`config.mk`:
```
export PLATFORM = sky130hd
export DESIGN_NAME = pwm16_gen
export DESIGN_NICKNAME = d
export VERILOG_FILES = /design/src/rtl/pwm16_pkg.sv /design/src/rtl/pwm16_extsync.sv /design/src/rtl/pwm16_dbuf.sv /design/src/rtl/pwm16_core.sv /design/src/rtl/pwm16_gen.sv
export SDC_FILE = /design/constraint.sdc
export NUM_CORES = 1
export LEC_CHECK = 0
export BUFFER_PORTS_ARGS = -buffer_cell sky130_fd_sc_hd__buf_2
export CAP_MARGIN = 20
export CORE_ASPECT_RATIO = 0.9
export CORE_MARGIN = 4
export CORE_UTILIZATION = 59
export CTS_BUF_LIST = sky130_fd_sc_hd__clkbuf_8 sky130_fd_sc_hd__clkbuf_16
export DETAILED_ROUTE_END_ITERATION = 10
export GPL_ROUTABILITY_DRIVEN = 0
export PLACE_DENSITY_LB_ADDON = 0.05
export SYNTH_ARGS = -nofsm -noshare
export SYNTH_HDL_FRONTEND = slang
export SYNTH_HIERARCHICAL = 1
export SYNTH_SLANG_ARGS = --single-unit
```
`constraint.sdc`:
```
create_clock -name clk -period 3 [get_ports clk]
set_input_delay 0.6 -clock clk [delete_from_list [all_inputs] [get_ports clk]]
set_output_delay 0.6 -clock clk [all_outputs]
set_load 0.1 [all_outputs]
```
`src/rtl/pwm16_pkg.sv`:
```
package pwm16_pkg;
  localparam int PWM_HALF_W = 8;
  typedef enum logic {SRC_TICK = 1'b0, SRC_EXT = 1'b1} clk_src_e;
endpackage

```
`src/rtl/pwm16_extsync.sv`:
```
module pwm16_extsync (
  input  logic clk,
  input  logic rst_n,
  input  logic ext_in,
  output logic fall
);
  logic s1, s2, s3;
  always_ff @(posedge clk or negedge rst_n) begin
    if (!rst_n) begin
      s1 <= 1'b0; s2 <= 1'b0; s3 <= 1'b0;
    end else begin
      s1 <= ext_in; s2 <= s1; s3 <= s2;
    end
  end
  assign fall = s3 & ~s2;

  AST_FALL_SINGLE: assert property (@(posedge clk) disable iff (!rst_n)
    fall |=> !fall);
endmodule

```
`src/rtl/pwm16_dbuf.sv`:
```
module pwm16_dbuf #(
  parameter int HW = 8,
  localparam int CW = 2 * HW
) (
  input  logic          clk,
  input  logic          rst_n,
  input  logic          wr_fire,
  input  logic [HW-1:0] wr_data,
  input  logic          take,
  output logic [CW-1:0] staged,
  output logic          pend
);
  logic          hi_next;
  logic [HW-1:0] lo_hold;
  logic          hi_wr;

  assign hi_wr = wr_fire & hi_next;

  always_ff @(posedge clk or negedge rst_n) begin
    if (!rst_n) begin
      hi_next <= 1'b0;
      lo_hold <= '0;
      staged  <= '0;
      pend    <= 1'b0;
    end else begin
      if (wr_fire) hi_next <= ~hi_next;
      if (wr_fire && !hi_next) lo_hold <= wr_data;
      if (hi_wr) staged <= {wr_data, lo_hold};
      if (hi_wr) pend <= 1'b1;
      else if (take) pend <= 1'b0;
    end
  end

  AST_PEND_ON_HIGH: assert property (@(posedge clk) disable iff (!rst_n)
    hi_wr |=> pend);
  AST_LOW_KEEPS_STAGE: assert property (@(posedge clk) disable iff (!rst_n)
    !hi_wr |=> $stable(staged));
  AST_TAKE_CLEARS: assert property (@(posedge clk) disable iff (!rst_n)
    take && !hi_wr |=> !pend);
endmodule

```
`src/rtl/pwm16_core.sv`:
```
module pwm16_core #(
  parameter int CW = 16
) (
  input  logic          clk,
  input  logic          rst_n,
  input  logic          run,
  input  logic          init_lvl,
  input  logic          step,
  input  logic [CW-1:0] staged,
  input  logic          pend,
  output logic          take,
  output logic          ff_q,
  output logic          irq
);
  logic [CW-1:0] cnt, active, nxt;
  logic          run_q, start, adv, wrap, hit;

  assign start = run & ~run_q;
  assign adv   = run & run_q & step;
  assign wrap  = &cnt;
  assign nxt   = wrap ? '0 : cnt + 1'b1;
  assign hit   = (nxt == active);
  assign take  = (start | (adv & wrap)) & pend;

  always_ff @(posedge clk or negedge rst_n) begin
    if (!rst_n) begin
      run_q  <= 1'b0;
      cnt    <= '0;
      active <= '0;
      ff_q   <= 1'b0;
      irq    <= 1'b0;
    end else begin
      run_q <= run;
      irq   <= adv & wrap;
      if (take) active <= staged;
      if (start) begin
        cnt  <= '0;
        ff_q <= init_lvl;
      end else if (adv) begin
        cnt <= nxt;
        if (hit ^ wrap) ff_q <= ~ff_q;
      end
    end
  end

  AST_START_LOAD: assert property (@(posedge clk) disable iff (!rst_n)
    start |=> (cnt == '0) && (ff_q == $past(init_lvl)));
  AST_WRAP_CLEARS: assert property (@(posedge clk) disable iff (!rst_n)
    adv && wrap && !start |=> cnt == '0);
  AST_IRQ_AT_ZERO: assert property (@(posedge clk) disable iff (!rst_n)
    irq |-> cnt == '0);
  AST_HOLD_IDLE: assert property (@(posedge clk) disable iff (!rst_n)
    !start && !adv |=> $stable(cnt));
  AST_ACTIVE_SAFE: assert property (@(posedge clk) disable iff (!rst_n)
    !take |=> $stable(active));
endmodule

```
`src/rtl/pwm16_gen.sv`:
```
module pwm16_gen
  import pwm16_pkg::*;
#(
  parameter int HALF_W = PWM_HALF_W,
  localparam int CW = 2 * HALF_W
) (
  input  logic              clk,
  input  logic              rst_n,
  input  logic              run,
  input  logic              init_lvl,
  input  logic              use_ext,
  input  logic              tick,
  input  logic              ext_clk,
  input  logic              wr_valid,
  output logic              wr_ready,
  input  logic [HALF_W-1:0] wr_data,
  output logic              pwm_out,
  output logic              irq
);
  clk_src_e      src;
  logic          ext_fall, step, take, pend, ff_q;
  logic [CW-1:0] staged;

  assign src      = use_ext ? SRC_EXT : SRC_TICK;
  assign step     = (src == SRC_EXT) ? ext_fall : tick;
  assign wr_ready = 1'b1;

  pwm16_extsync u_sync (
    .clk(clk), .rst_n(rst_n), .ext_in(ext_clk), .fall(ext_fall)
  );

  pwm16_dbuf #(.HW(HALF_W)) u_buf (
    .clk(clk), .rst_n(rst_n), .wr_fire(wr_valid & wr_ready),
    .wr_data(wr_data), .take(take), .staged(staged), .pend(pend)
  );

  pwm16_core #(.CW(CW)) u_core (
    .clk(clk), .rst_n(rst_n), .run(run), .init_lvl(init_lvl),
    .step(step), .staged(staged), .pend(pend), .take(take),
    .ff_q(ff_q), .irq(irq)
  );

  assign pwm_out = ~ff_q;

  AST_PIN_INVERTED: assert property (@(posedge clk) disable iff (!rst_n)
    pwm_out != ff_q);
endmodule

```
* Word level (Yosys, flattened, before mapping)
Cells that the tools add are included.
** Storage, ports and cells
- Bits in registers :: 64
- Latch bits :: 0
- Memory bits (writable) :: 0
- Bits in read-only memories :: 0
- Input port bits :: 16
- Output and inout port bits :: 3
- Logic and storage cells :: 44
- Memories :: 0
** Operators by class
- Add/subtract/negate cells :: 1
- $mul :: 0
- Div/mod/pow operators :: 0
- Order comparisons :: 0
- Eq/ne operators :: 1
- Shift operators :: 0
- Muxes and demuxes :: 10
- Bitwise operators :: 13
- Reductions and logical operators :: 7
** Operators with widths (count)
- 2-to-1 mux 16 bit :: 3
- adder 16 x 1 -> 16 bit (second input constant) :: 1
- == test 16 bit :: 1
- AND reduction 16 bit :: 1
- bitwise AND 1 bit :: 7
- 2-to-1 mux 1 bit :: 7
- nonzero test 2 bit :: 3
- inverter 1 bit :: 4
- AND reduction 2 bit :: 1
- logical AND 1 bit :: 1
- zero test 1 bit :: 1
- bitwise OR 1 bit :: 1
- XOR 1 bit :: 1

* Longest topological paths before layout
Gate-level depths: netlist of the first run.
- Depth in word-level cells :: 9
- Mapped depth :: 10
- Gate-level depth less buffers :: 9

* Hierarchy
Netlist of the first run, hierarchy kept.
** Modules (own cells, without submodules)
- pwm16_core :: instances 1, cells an instance 277, area an instance 2252.2 um2, sequential area each 875.8 um2
- pwm16_dbuf :: instances 1, cells an instance 57, area an instance 1001.0 um2, sequential area each 650.6 um2
- pwm16_extsync :: instances 1, cells an instance 4, area an instance 88.8 um2, sequential area each 75.1 um2
- pwm16_gen :: instances 1, cells an instance 4, area an instance 30.0 um2, sequential area each 0.0 um2

* Worst setup path before layout of the first run
OpenSTA, ideal clock, no wires.
- Path type :: reg2reg
- Start point :: register u_core.cnt[1]
- End point :: register u_core.ff_q
- Setup time :: 68 ps
- Data arrival time :: 2305 ps
- Data required time :: 2932 ps
- Slack :: 627 ps
- Stages on the path, launching flop included :: 11
- Path buffers :: 1
- Period minus slack after synthesis :: 2373 ps
- Cell sequence :: dfrtp_1 ha_1 clkbuf_1 nand3_1 nor4_2 nor2_1 xor2_1 o21ba_2 and4_1 or3_1 nand3_1
** On the way
- Word-level cells in the longest chain between the ends :: 6
- Elaborated cells between the ends (all ways) :: 7
- Those cells by class :: 1 x add/sub; 1 x eq/ne; 1 x mux; 1 x bitwise; 3 x reduce/logical
** Ends and longest elaborated chain
- start: declaration :: RTL line pwm16_core.sv:15 : logic [CW-1:0] cnt, active, nxt;
- start signal: assignment :: RTL line pwm16_core.sv:40 : cnt <= nxt;
- adder 16 x 1 -> 16 bit / AND reduction 16 bit (equally long branches) :: RTL line pwm16_core.sv:21, pwm16_core.sv:20
- 2-to-1 mux 16 bit :: RTL line pwm16_core.sv:21 : assign nxt = wrap ? '0 : cnt + 1'b1;
- == test 16 bit :: RTL line pwm16_core.sv:22 : assign hit = (nxt == active);
- XOR 1 bit (*) :: RTL line pwm16_core.sv:41 : if (hit ^ wrap) ff_q <= ~ff_q;
- nonzero test 2 bit (no source line) (*)
- AND reduction 2 bit (no source line) (*)
- end signal: assignment :: RTL line pwm16_core.sv:38 : ff_q <= init_lvl;
- end signal: assignment :: RTL line pwm16_core.sv:41
- end: declaration :: RTL line pwm16_core.sv:12 : output logic ff_q,
Mark *: on every way between the ends. The rest lies on a longest branch, timed or not.
A chain may end at the register's enable or synchronous reset.

* Worst setup path in the final report of the first run
- Start point :: register u_core.cnt[0]
- End point :: register u_core.ff_q
The elaborated chain is that of the path after synthesis.

==> impl_metrics.tcl, run 1 <==
set metrics [dict create \
    status "completed" \
    wl_per_cell_um 16.2 \
    p_total_mw 2.94 \
    reg2regPathDepth 9 \
    cp_num_cells 9 \
    r2r_end "u_core/ff_q$_DFFE_PN0P_" \
    htree_num_levels 3 \
    final_max_slew_viol_count 0 \
    cts_buffers 9 \
    synth_cells 342 \
    fin_worst_skew_ns 0.00838 \
    max_slew.worst_pin.slew_ns 0.797 \
    multiInputGateArea_um2 1630 \
    vias_per_cell 5.90 \
    synth_warnings 6 \
    peakVddDrop_mv 0.636 \
    yosysSeqAreaShare 0.475 \
    finalWirelength_um 6980 \
    fin_cells 431 \
    cpPeakStageDelay_ns 0.47 \
    rrSetupSlack_ns 0.24 \
    drive_gt1_frac 0.214 \
    final_hold_viol_count 0 \
    die_w_um 87.7 \
    synthFlopType "dfrtp_1" \
    min_period_ns 2.76 \
    tritoncts "done" \
    crit_arrival_ns 3.04 \
    drtIter0Drc 142 \
    grt_max_degree 49 \
    grt_pass1_vias 2514 \
    async_flop_share 1.00 \
    cts_sinks 64 \
    ios 19 \
    postCtsHoldBufs 0 \
    cts_buffer_depth 2 \
    rows 25 \
    track_usage 0.220 \
    syn_to_final_growth_pct 9.68 \
    critPathMaxFanout 8 \
    root_buffer "clkbuf_8" \
    antennaDiodeCount 0 \
    vias 2542 \
    postLayoutCellArea_um2 3700 \
    crit_buf_inv 0 \
    syn_area_um2 3370 \
    cpMaxStageDelayCell "dfrtp_1" \
    postPlaceCellArea_um2 3480 \
    avgSynthCellArea_um2 9.86 \
    synth_edf_count 0 \
    fmax_ghz 0.362 \
    regToRegStartpoint "u_core/cnt[0]$_DFFE_PN0P_" \
    fill_cells 429 \
    yosysUniqueCellTypes 53 \
    coreArea_um2 5380 \
    antenna_found_initial 0 \
    crit_family "simple AND/OR/NAND/NOR gates" \
    globalRoute.totalOverflow 0 \
    grt_pass1_wl_um 11800 \
    min_path_type "in2async" \
    clock_latency_ns 0.34 \
    setup_tns_ns 0 \
    crit_path_end_kind "register" \
    whs_ns 0.347 \
    crit_chain "ha_1, nand2_1, nor2_1, nand4_1, a211oi_1, o2111a_1, a41oi_1, or3_1, nand3_1" \
    start_util 0.627 \
    endpoint "u_core/ff_q$_DFFE_PN0P_" \
    crit_type "reg2reg" \
    cellPowerDensity_nw_per_um2 795 \
    crit_path_start_kind "register" \
    io_buffer_count 17 \
    cts_resized 0 \
    rsz0062_at_grt "no" \
    drv_cap 0 \
    clk_pin_slew_ns 0.07 \
    ant_nets 0 \
    finalNetCount 376 \
    leakagePower_nw 1.71 \
    slew_headroom 0.467 \
    synth_nets 359 \
    dieArea_um2 6990 \
    die_h_um 79.7 \
    dpl.hpwl_um 4910 \
    cts_setup_buffers 0 \
    ys_ff_latch 64 \
    worstPathRequired_ns 3.28 \
    crit_path_start "u_core/cnt[0]$_DFFE_PN0P_" \
    final.period_utilization 0.920 \
    final-setup-viol-count 0 \
    drc 0 \
    drt_pass1_iterations 5 \
    ff_latch_area_um2 1600 \
    place_inst 415 \
]
[metal layers]
metal / vias up / GRT usage / share of wire
li1: 1230 / - / -
met1: 1223 / 0.293 / 0.46
met2: 78 / 0.334 / 0.46
met3: 11 / 0.0712 / 0.060
met4: 0 / 0.0813 / 0.016
met5: - / 0 / 0
[synthesized netlist by cell type (2+ instances only)]
master	n	share of area
nand2_1	72	0.080
o31ai_1	5	0.011
nor4_2	5	0.019
a211oi_1	2	0.0045
nand4_2	2	0.0074
a31oi_1	2	0.0037
o31a_1	2	0.0052
clkbuf_1	6	0.0067
buf_4	5	0.011
o41ai_1	3	0.0078
mux2_2	15	0.050
dfrtp_1	64	0.47
nor4_1	2	0.0037
a21boi_0	2	0.0045
xnor2_1	9	0.023
o21ai_0	31	0.046
xor2_1	10	0.026
nor2_1	23	0.026
or3_1	4	0.0074
and3_1	4	0.0074
nand3_1	9	0.013
buf_6	3	0.010
nor2b_1	4	0.0074
mux2_4	10	0.045
buf_2	4	0.0059
nor3_1	5	0.0074
nand4_1	2	0.0037
inv_1	6	0.0067
a21oi_1	7	0.010
[worst min path at each step]
stage / slack [ns] / from / to / cells after the start
2_1_floorplan: 0.30 / rst_n / u_buf/hi_next$_DFFE_PN0P_ / 0
3_3_place_gp: 0.34 / u_sync/s1$_DFF_PN0_ / u_sync/s2$_DFF_PN0_ / 0
3_5_place_dp: 0.34 / u_sync/s1$_DFF_PN0_ / u_sync/s2$_DFF_PN0_ / 0
4_1_cts: 0.35 / ext_clk / u_sync/s1$_DFF_PN0_ / 1
5_1_grt: 0.34 / ext_clk / u_sync/s1$_DFF_PN0_ / 1
6_report: 0.35 / rst_n / u_core/cnt[0]$_DFFE_PN0P_ / 2
[logic make-up after synthesis]
group	share of synthesized area
other	0.00111
and+or+nand+nor	0.209
adders and majority gates	0.00371
xor gates and xnor gates	0.0494
muxes	0.0976
DFF	0.475
buffers and inverters	0.0416
AOI/OAI and AO/OA	0.123
[state kept, by name (all words and copies together), names as in the netlist, 8 cells and up]
register / count
u_buf/staged: 16
u_core/active: 16
u_core/cnt: 16
u_buf/lo_hold: 8
[where the power goes]
| group | internal (mW) | switching (mW) |
|---|---|---|
| Clock | 0.469 | 0.341 |
| Sequential | 1.15 | 0.220 |
| Combinational | 0.419 | 0.341 |
| Total | 2.04 | 0.902 |
[layout by cell type, fill, tap and decap left out, drive strengths merged, types with 2 or more instances in the layout]
| cell | instances |
|---|---|
| buf | 24 |
| mux2 | 25 |
| a31oi | 2 |
| xnor2 | 9 |
| o31a | 2 |
| clkbuf | 9 |
| nand4 | 5 |
| nor4 | 7 |
| o21ai | 32 |
| nand3 | 9 |
| inv | 7 |
| nor3 | 5 |
| clkinv | 4 |
| dfrtp | 64 |
| nand2 | 73 |
| nor2 | 23 |
| nor2b | 5 |
| xor2 | 10 |
| a21boi | 2 |
| a211oi | 2 |
| or3 | 4 |
| a21oi | 7 |
| bufinv | 2 |
| o41ai | 3 |
| and3 | 4 |
| o31ai | 6 |
[stage by stage]
| stage | utilization | setup slack (ns) |
|---|---|---|
| 6_report | 0.687 | 0.239 |
| 4_1_cts | 0.687 | 0.255 |
| 3_5_place_dp | 0.647 | 0.269 |
| 5_1_grt | 0.687 | 0.0172 |
| 2_1_floorplan | - | 0.627 |
| 3_3_place_gp | 0.647 | 0.455 |
[final cells by class]
cell class / count / share of cell area
multi-input cells: 253 / 0.441
flip-flops and latches: 64 / 0.433
repair buffers: 24 / 0.0372
clock buffers: 9 / 0.0335
clock inverters: 7 / 0.0257
well taps: 67 / 0.0227
inverters: 7 / 0.00710
Note: power is estimated with default switching activity, not from simulation.
==> inputs of run 2 (changes only) <==
--- a/config.mk
+++ b/config.mk
@@ -7,13 +7,14 @@
 export LEC_CHECK = 0
 export BUFFER_PORTS_ARGS = -buffer_cell sky130_fd_sc_hd__buf_2
 export CAP_MARGIN = 20
-export CORE_ASPECT_RATIO = 0.9
+export CORE_ASPECT_RATIO = 0.6
 export CORE_MARGIN = 4
 export CORE_UTILIZATION = 59
 export CTS_BUF_LIST = sky130_fd_sc_hd__clkbuf_8 sky130_fd_sc_hd__clkbuf_16
 export DETAILED_ROUTE_END_ITERATION = 10
 export GPL_ROUTABILITY_DRIVEN = 0
 export PLACE_DENSITY_LB_ADDON = 0.05
+export SETUP_SLACK_MARGIN = 0.2
 export SYNTH_ARGS = -nofsm -noshare
 export SYNTH_HDL_FRONTEND = slang
 export SYNTH_HIERARCHICAL = 1
==> run 2 against run 1 <==
Effect of this change: maximum frequency fell by 0.50%; non-clock buffer count fell by 1; sequential share of layout area fell by 0.19 points; largest cell class unchanged; clock skew barely moved; wire length rose by 2.5%; setup slack got worse by 0.014 ns; die area rose by 0.54%; count of clock-buffer cells in the layout rose by 1; final cell count rose by 2.8%; global-route usage fell by 0.12 points; highest routed layer unchanged.
==> impl_metrics.tcl, run 2 (synthesis gave the netlist of run 1 again) <==
set metrics [dict create \
    status "completed" \
    worstPathRequired_ns 3.27 \
    final.period_utilization 0.925 \
    min_path_type "reg2reg" \
    clk_pin_slew_ns 0.07 \
    final-setup-viol-count 0 \
    crit_arrival_ns 3.05 \
    io_buffer_count 17 \
    pwr-share-clk 0.254 \
    globalRoute.totalOverflow 0 \
    slew_headroom 0.474 \
    tritoncts "done" \
    ios 19 \
    fin_worst_skew_ns 0.00818 \
    fmax_ghz 0.360 \
    cts_sinks 64 \
    leakagePower_nw 1.71 \
    peakVddDrop_mv 0.478 \
    crit_path_start_kind "register" \
    cts_buffers 9 \
    root_buffer "clkbuf_8" \
    die_w_um 106 \
    rsz0062_at_grt "no" \
    setup_tns_ns 0 \
    comb_power_share 0.268 \
    p_total_mw 2.89 \
    syn_to_final_growth_pct 10.5 \
    grt_pass1_wl_um 11800 \
    place_inst 427 \
    coreArea_um2 5540 \
    die_h_um 66.6 \
    antenna_found_initial 0 \
    rows 21 \
    clock_latency_ns 0.34 \
    finalWirelength_um 7150 \
    p_switching_mw 0.905 \
    min_period_ns 2.77 \
    wl_per_cell_um 16.1 \
    dieArea_um2 7030 \
    layout_commonest_cell "nand2_1" \
    vias_per_cell 5.81 \
    largestRegisters "u_buf/staged: 16 flops, u_core/active: 16 flops, u_core/cnt: 16 flops" \
    track_usage 0.219 \
    vias 2575 \
    finalNetCount 375 \
    final_cell_mix "nand2_1 (71), dfrtp_1 (60), o21ai_0 (31), nor2_1 (22), buf_2 (17)" \
    drive_gt1_frac 0.234 \
    max_slew.worst_pin.slew_ns 0.789 \
    drc 0 \
    fin_cells 443 \
    postCtsHoldBufs 0 \
    critPathMaxFanout 11 \
    start_util 0.608 \
    final_hold_viol_count 0 \
    drt_pass1_iterations 5 \
    seqPwrFrac 0.477 \
    drtIter0Drc 267 \
    htree_num_levels 3 \
    grt_pass1_vias 2331 \
    final_max_slew_viol_count 0 \
    dpl.hpwl_um 4980 \
    cellPowerDensity_nw_per_um2 774 \
    crit_type "reg2reg" \
    p_sw_frac 0.314 \
    fill_cells 436 \
    crit_path_end_kind "register" \
    p_int_mw 1.98 \
    grt_max_degree 65 \
    antennaDiodeCount 0 \
    drv_cap 0 \
    ant_nets 0 \
    cts_buffer_depth 2 \
]
==> run 2: changes by cell type in the layout (fill, tap and decap cells not counted), sizes merged <==
cell    delta
buf        -1
bufinv     -1
clkbuf     +1
==> run 2: worst paths after layout <==
kind	from	end	slack (ns)	cells past startpoint
worst max-delay path	u_core/cnt[7]$_DFFE_PN0P_	u_core/ff_q$_DFFE_PN0P_	0.23	8
worst min-delay path	u_sync/s1$_DFF_PN0_	u_sync/s2$_DFF_PN0_	0.36	0
worst max register to register	u_core/cnt[7]$_DFFE_PN0P_	u_core/ff_q$_DFFE_PN0P_	0.23	8
worst min register to register	u_sync/s1$_DFF_PN0_	u_sync/s2$_DFF_PN0_	0.36	0
max in group asynchronous	rst_n	u_core/cnt[0]$_DFFE_PN0P_	2.02	2
min in group asynchronous	rst_n	u_core/cnt[10]$_DFFE_PN0P_	0.41	2
==> run 2: worst max-delay path, cell delays in order (launching register included) <==
cell and delay, ns:
dfrtp_1 0.53, nand4_4 0.28, o41ai_1 0.57, mux2i_1 0.18, a211oi_1 0.27, o2111a_1 0.26, a41oi_1 0.15, or3_1 0.39
nand3_1 0.07
==> run 2: layout make-up <==
class,instances,area [um^2],share of cell area
Sequential cell,64,1610,0.431
Clock buffer,10,138,0.0369
Timing Repair Buffer,23,130,0.0349
Clock inverter,6,60.1,0.0161
Tap cell,80,100,0.0269
Multi-Input combinational cell,253,1670,0.447
Inverter,7,26.3,0.00705
==> run 2: power by group through the flow <==
| stage | registers, mW | clock network [mW] | logic (mW) |
|---|---|---|---|
| 2_1_floorplan | 1.31 | 0 | 0.639 |
| 3_3_place_gp | 1.39 | 0 | 0.740 |
| 3_5_place_dp | 1.39 | 0 | 0.768 |
| 4_1_cts | 1.38 | 0.750 | 0.775 |
| 5_1_grt | 1.41 | 0.803 | 0.855 |
| 6_report | 1.38 | 0.734 | 0.774 |
==> run 2: layer usage <==
| metal | vias to the layer above | GRT usage | wire length (um) |
|---|---|---|---|
| met3 | 10 | 0.0639 | 563 |
| met5 | - | 0 | 0 |
| met2 | 103 | 0.286 | 2900 |
| li1 | 1230 | - | - |
| met4 | 0 | 0.0598 | 69 |
| met1 | 1232 | 0.343 | 3620 |
==> run 2: what timing repair did <==
action,CTS,global route
gates resized for setup,0,11
buffers inserted,0,0
endpoints found under the setup margin,0,1
==> run 2: through the flow <==
step	util	worst slack [ns]	instance area, um^2	hold WS [ns]
2_1_floorplan	-	0.627	3370	0.304
3_3_place_gp	0.629	0.361	3490	0.338
3_5_place_dp	0.629	0.242	3490	0.345
4_1_cts	0.665	0.200	3690	0.350
5_1_grt	0.672	0.119	3730	0.349
6_report	0.672	0.225	3730	0.358
==> inputs of run 3 (changes only) <==
--- a/config.mk
+++ b/config.mk
@@ -5,6 +5,7 @@
 export SDC_FILE = /design/constraint.sdc
 export NUM_CORES = 1
 export LEC_CHECK = 0
+export ABC_AREA = 1
 export BUFFER_PORTS_ARGS = -buffer_cell sky130_fd_sc_hd__buf_2
 export CAP_MARGIN = 20
 export CORE_ASPECT_RATIO = 0.6
==> run 3 against run 2 <==
Effect of this change: setup slack better by 0.45 ns; critical path depth is 8 higher; worst hold slack worse by 0.092 ns; highest routed layer unchanged; flip-flop and latch count stayed put; wire length is 1.8% higher; count of clock-buffer cells in the layout is 1 higher; register-to-register slack better by 0.45 ns; via count is 9.3% higher; largest power group unchanged; clock power is 3.0% higher; cell area is 4.7% lower; maximum frequency is 19% higher; largest cell class is now sequential cells.
==> impl_metrics.tcl, run 3 <==
set metrics [dict create \
    status "completed" \
    final_core_util 0.682 \
    synth_area_leaders "dfrtp_1 (49%), nand2_1 (16%), nand3_1 (8.4%)" \
    largestRegisters "u_buf/staged: 16 flops, u_core/active: 16 flops, u_core/cnt: 16 flops" \
    muxShareOfSynthArea 0 \
    drc 0 \
    synth_top_family_by_area "simple AND/OR/NAND/NOR gates" \
    gr-usage-met2 0.361 \
    vias 2815 \
    rsz0062_at_grt "no" \
    dieArea_um2 6820 \
    async_flop_share 1.00 \
    drtIter0Drc 207 \
    wl_per_cell_um 14.5 \
    synth_nets 431 \
    die_w_um 104 \
    antenna_found_initial 0 \
    critPathMaxFanout 18 \
    drv_cap 0 \
    cts_buffer_depth 2 \
    crit_path_start_kind "register" \
    max_slew.worst_pin.slew_ns 0.662 \
    yosysTopAreaCellShare 0.491 \
    ios 19 \
    start_util 0.626 \
    syn_area_um2 3260 \
    root_buffer "clkbuf_8" \
    fmax_ghz 0.430 \
    synthFlopType "dfrtp_1" \
    layout_commonest_cell "nand2_1" \
    ant_nets 0 \
    final.period_utilization 0.775 \
    io_buffer_count 17 \
    yosysUniqueCellTypes 28 \
    slew_headroom 0.559 \
    regToRegStartpoint "u_core/cnt[0]$_DFFE_PN0P_" \
    synth_edf_count 0 \
    dpl.hpwl_um 5450 \
    synthAdderAreaFrac 0.00384 \
    crit_path_end_kind "register" \
    reg2regPathDepth 16 \
    use_met1 0.351 \
    min_path_type "in2async" \
    worstPathRequired_ns 3.23 \
    rows 20 \
    cts_buffers 9 \
    synthXorXnorAreaFrac 0.0161 \
    r2r_end "u_core/ff_q$_DFFE_PN0P_" \
    final_max_slew_viol_count 0 \
    die_h_um 65.6 \
    setup_tns_ns 0 \
    vias_per_cell 5.62 \
    yosysMostFrequentCell "nand2_1" \
    synth_compound_area_frac 0.0637 \
    finalWirelength_um 7280 \
    grt-busiest-layer "met2" \
    drive_gt1_frac 0.124 \
    clk_pin_slew_ns 0.07 \
    final-setup-viol-count 0 \
    final_cell_mix "nand2_1 (141), dfrtp_1 (64), nand3_1 (55), inv_1 (42), o21ai_0 (18)" \
    final_hold_viol_count 0 \
    tritoncts "done" \
    cts_resized 0 \
    synth_warnings 6 \
    drt_pass1_iterations 5 \
    crit_arrival_ns 2.55 \
    synth_cells 414 \
    min_period_ns 2.32 \
    finalNetCount 448 \
    crit_type "reg2reg" \
    grt_pass1_vias 2697 \
    endpoint "u_core/ff_q$_DFFE_PN0P_" \
    yosysTopAreaCell "dfrtp_1" \
    rrSetupSlack_ns 0.68 \
    grt_max_degree 33 \
    track_usage 0.239 \
    globalRoute.totalOverflow 0 \
    coreArea_um2 5200 \
    htree_num_levels 3 \
    fin_worst_skew_ns 0.0103 \
    antennaDiodeCount 0 \
    yosys-top-cells-count "nand2_1 (141), dfrtp_1 (64), nand3_1 (55)" \
    crit_path_start "u_core/cnt[0]$_DFFE_PN0P_" \
    cts_sinks 64 \
    postCtsHoldBufs 0 \
    leakagePower_nw 1.80 \
    fill_cells 444 \
    grt_pass1_wl_um 12800 \
    clock_latency_ns 0.34 \
    cellPowerDensity_nw_per_um2 773 \
    cts_setup_buffers 0 \
    synth_simple_gate_area_frac 0.339 \
    yosysSeqAreaShare 0.491 \
    ys_ff_latch 64 \
    avgSynthCellArea_um2 7.87 \
    syn_to_final_growth_pct 8.91 \
    peakVddDrop_mv 0.442 \
    grt_util_met3 0.0550 \
]
[run 3: changes by cell type after synthesis, moves of 6 or more]
cell	before	now
nor2_1	23	17
mux2_2	15	0
xnor2_1	9	1
inv_1	6	42
o21ai_0	31	18
o22ai_1	0	14
nor2_2	0	6
nand2_1	72	141
nand3_1	9	55
mux2_4	10	0
nand4_1	2	13
[run 3: kinds of logic after synthesis]
logic type | after synthesis
adders and majority gates | 1
xor gates and xnor gates | 6
AOI/OAI and AO/OA | 38
and+or+nand+nor | 245
buffers and inverters | 59
other | 1
DFF | 64
[run 3: final cells by class]
type                            instances  area [um^2]  area share
Timing Repair Buffer                   20          108      0.0303
Sequential cell                        64         1600       0.451
Clock buffer                           11          151      0.0427
Tap cell                               66         82.6      0.0233
Clock inverter                          4         53.8      0.0152
Multi-Input combinational cell        291         1380       0.389
Inverter                               45          170      0.0479
[run 3: power breakdown]
part / leakage, nW / switching, mW / internal [mW]
clock: 0.0976 / 0.330 / 0.426
combinational: 0.882 / 0.441 / 0.223
sequential: 0.823 / 0.194 / 1.13
total: 1.80 / 0.965 / 1.78
[run 3: worst min-delay path by stage]
stage,startpoint,end,slack [ns],cells after the start
after global placement,u_sync/s1$_DFF_PN0_,u_sync/s2$_DFF_PN0_,0.33,0
final,rst_n,u_buf/staged[12]$_DFFE_PN0P_,0.27,1
after global routing,rst_n,u_core/cnt[15]$_DFFE_PN0P_,0.30,1
after CTS,rst_n,u_buf/staged[6]$_DFFE_PN0P_,0.28,1
after detailed placement,u_sync/s1$_DFF_PN0_,u_sync/s2$_DFF_PN0_,0.34,0
after floorplan,rst_n,u_buf/hi_next$_DFFE_PN0P_,0.30,0
[run 3: through the flow]
step | power (mW) | instances | area [um^2] | setup WS (ns) | hold slack (ns)
floorplan | 1.82 | 414 | 3260 | 1.09 | 0.304
global placement | 1.97 | 486 | 3340 | 0.800 | 0.333
detailed placement | 1.99 | 486 | 3340 | 0.696 | 0.340
CTS | 2.75 | 501 | 3550 | 0.697 | 0.280
global route | 2.95 | 501 | 3550 | 0.417 | 0.304
finish | 2.74 | 501 | 3550 | 0.676 | 0.266
[run 3: per-layer routing]
layer	routed length, um	vias to the layer above
met1	3750	1349
met5	0	-
met4	49	0
met2	3020	80
met3	464	7
li1	-	1379
[run 3: critical path, stage by stage (launching register included)]
cell and delay, ns:
dfrtp_1 0.41, ha_1 0.25, nand2_2 0.10, nor2_4 0.21
nand2_2 0.10, clkinv_2 0.07, nand2_4 0.12, nand2_1 0.13
nand2_1 0.08, a21oi_1 0.15, nand2_1 0.08, nor2_2 0.12
nand4_1 0.11, nand3_2 0.10, nand2_1 0.05, nand2_1 0.07
nand2_1 0.04
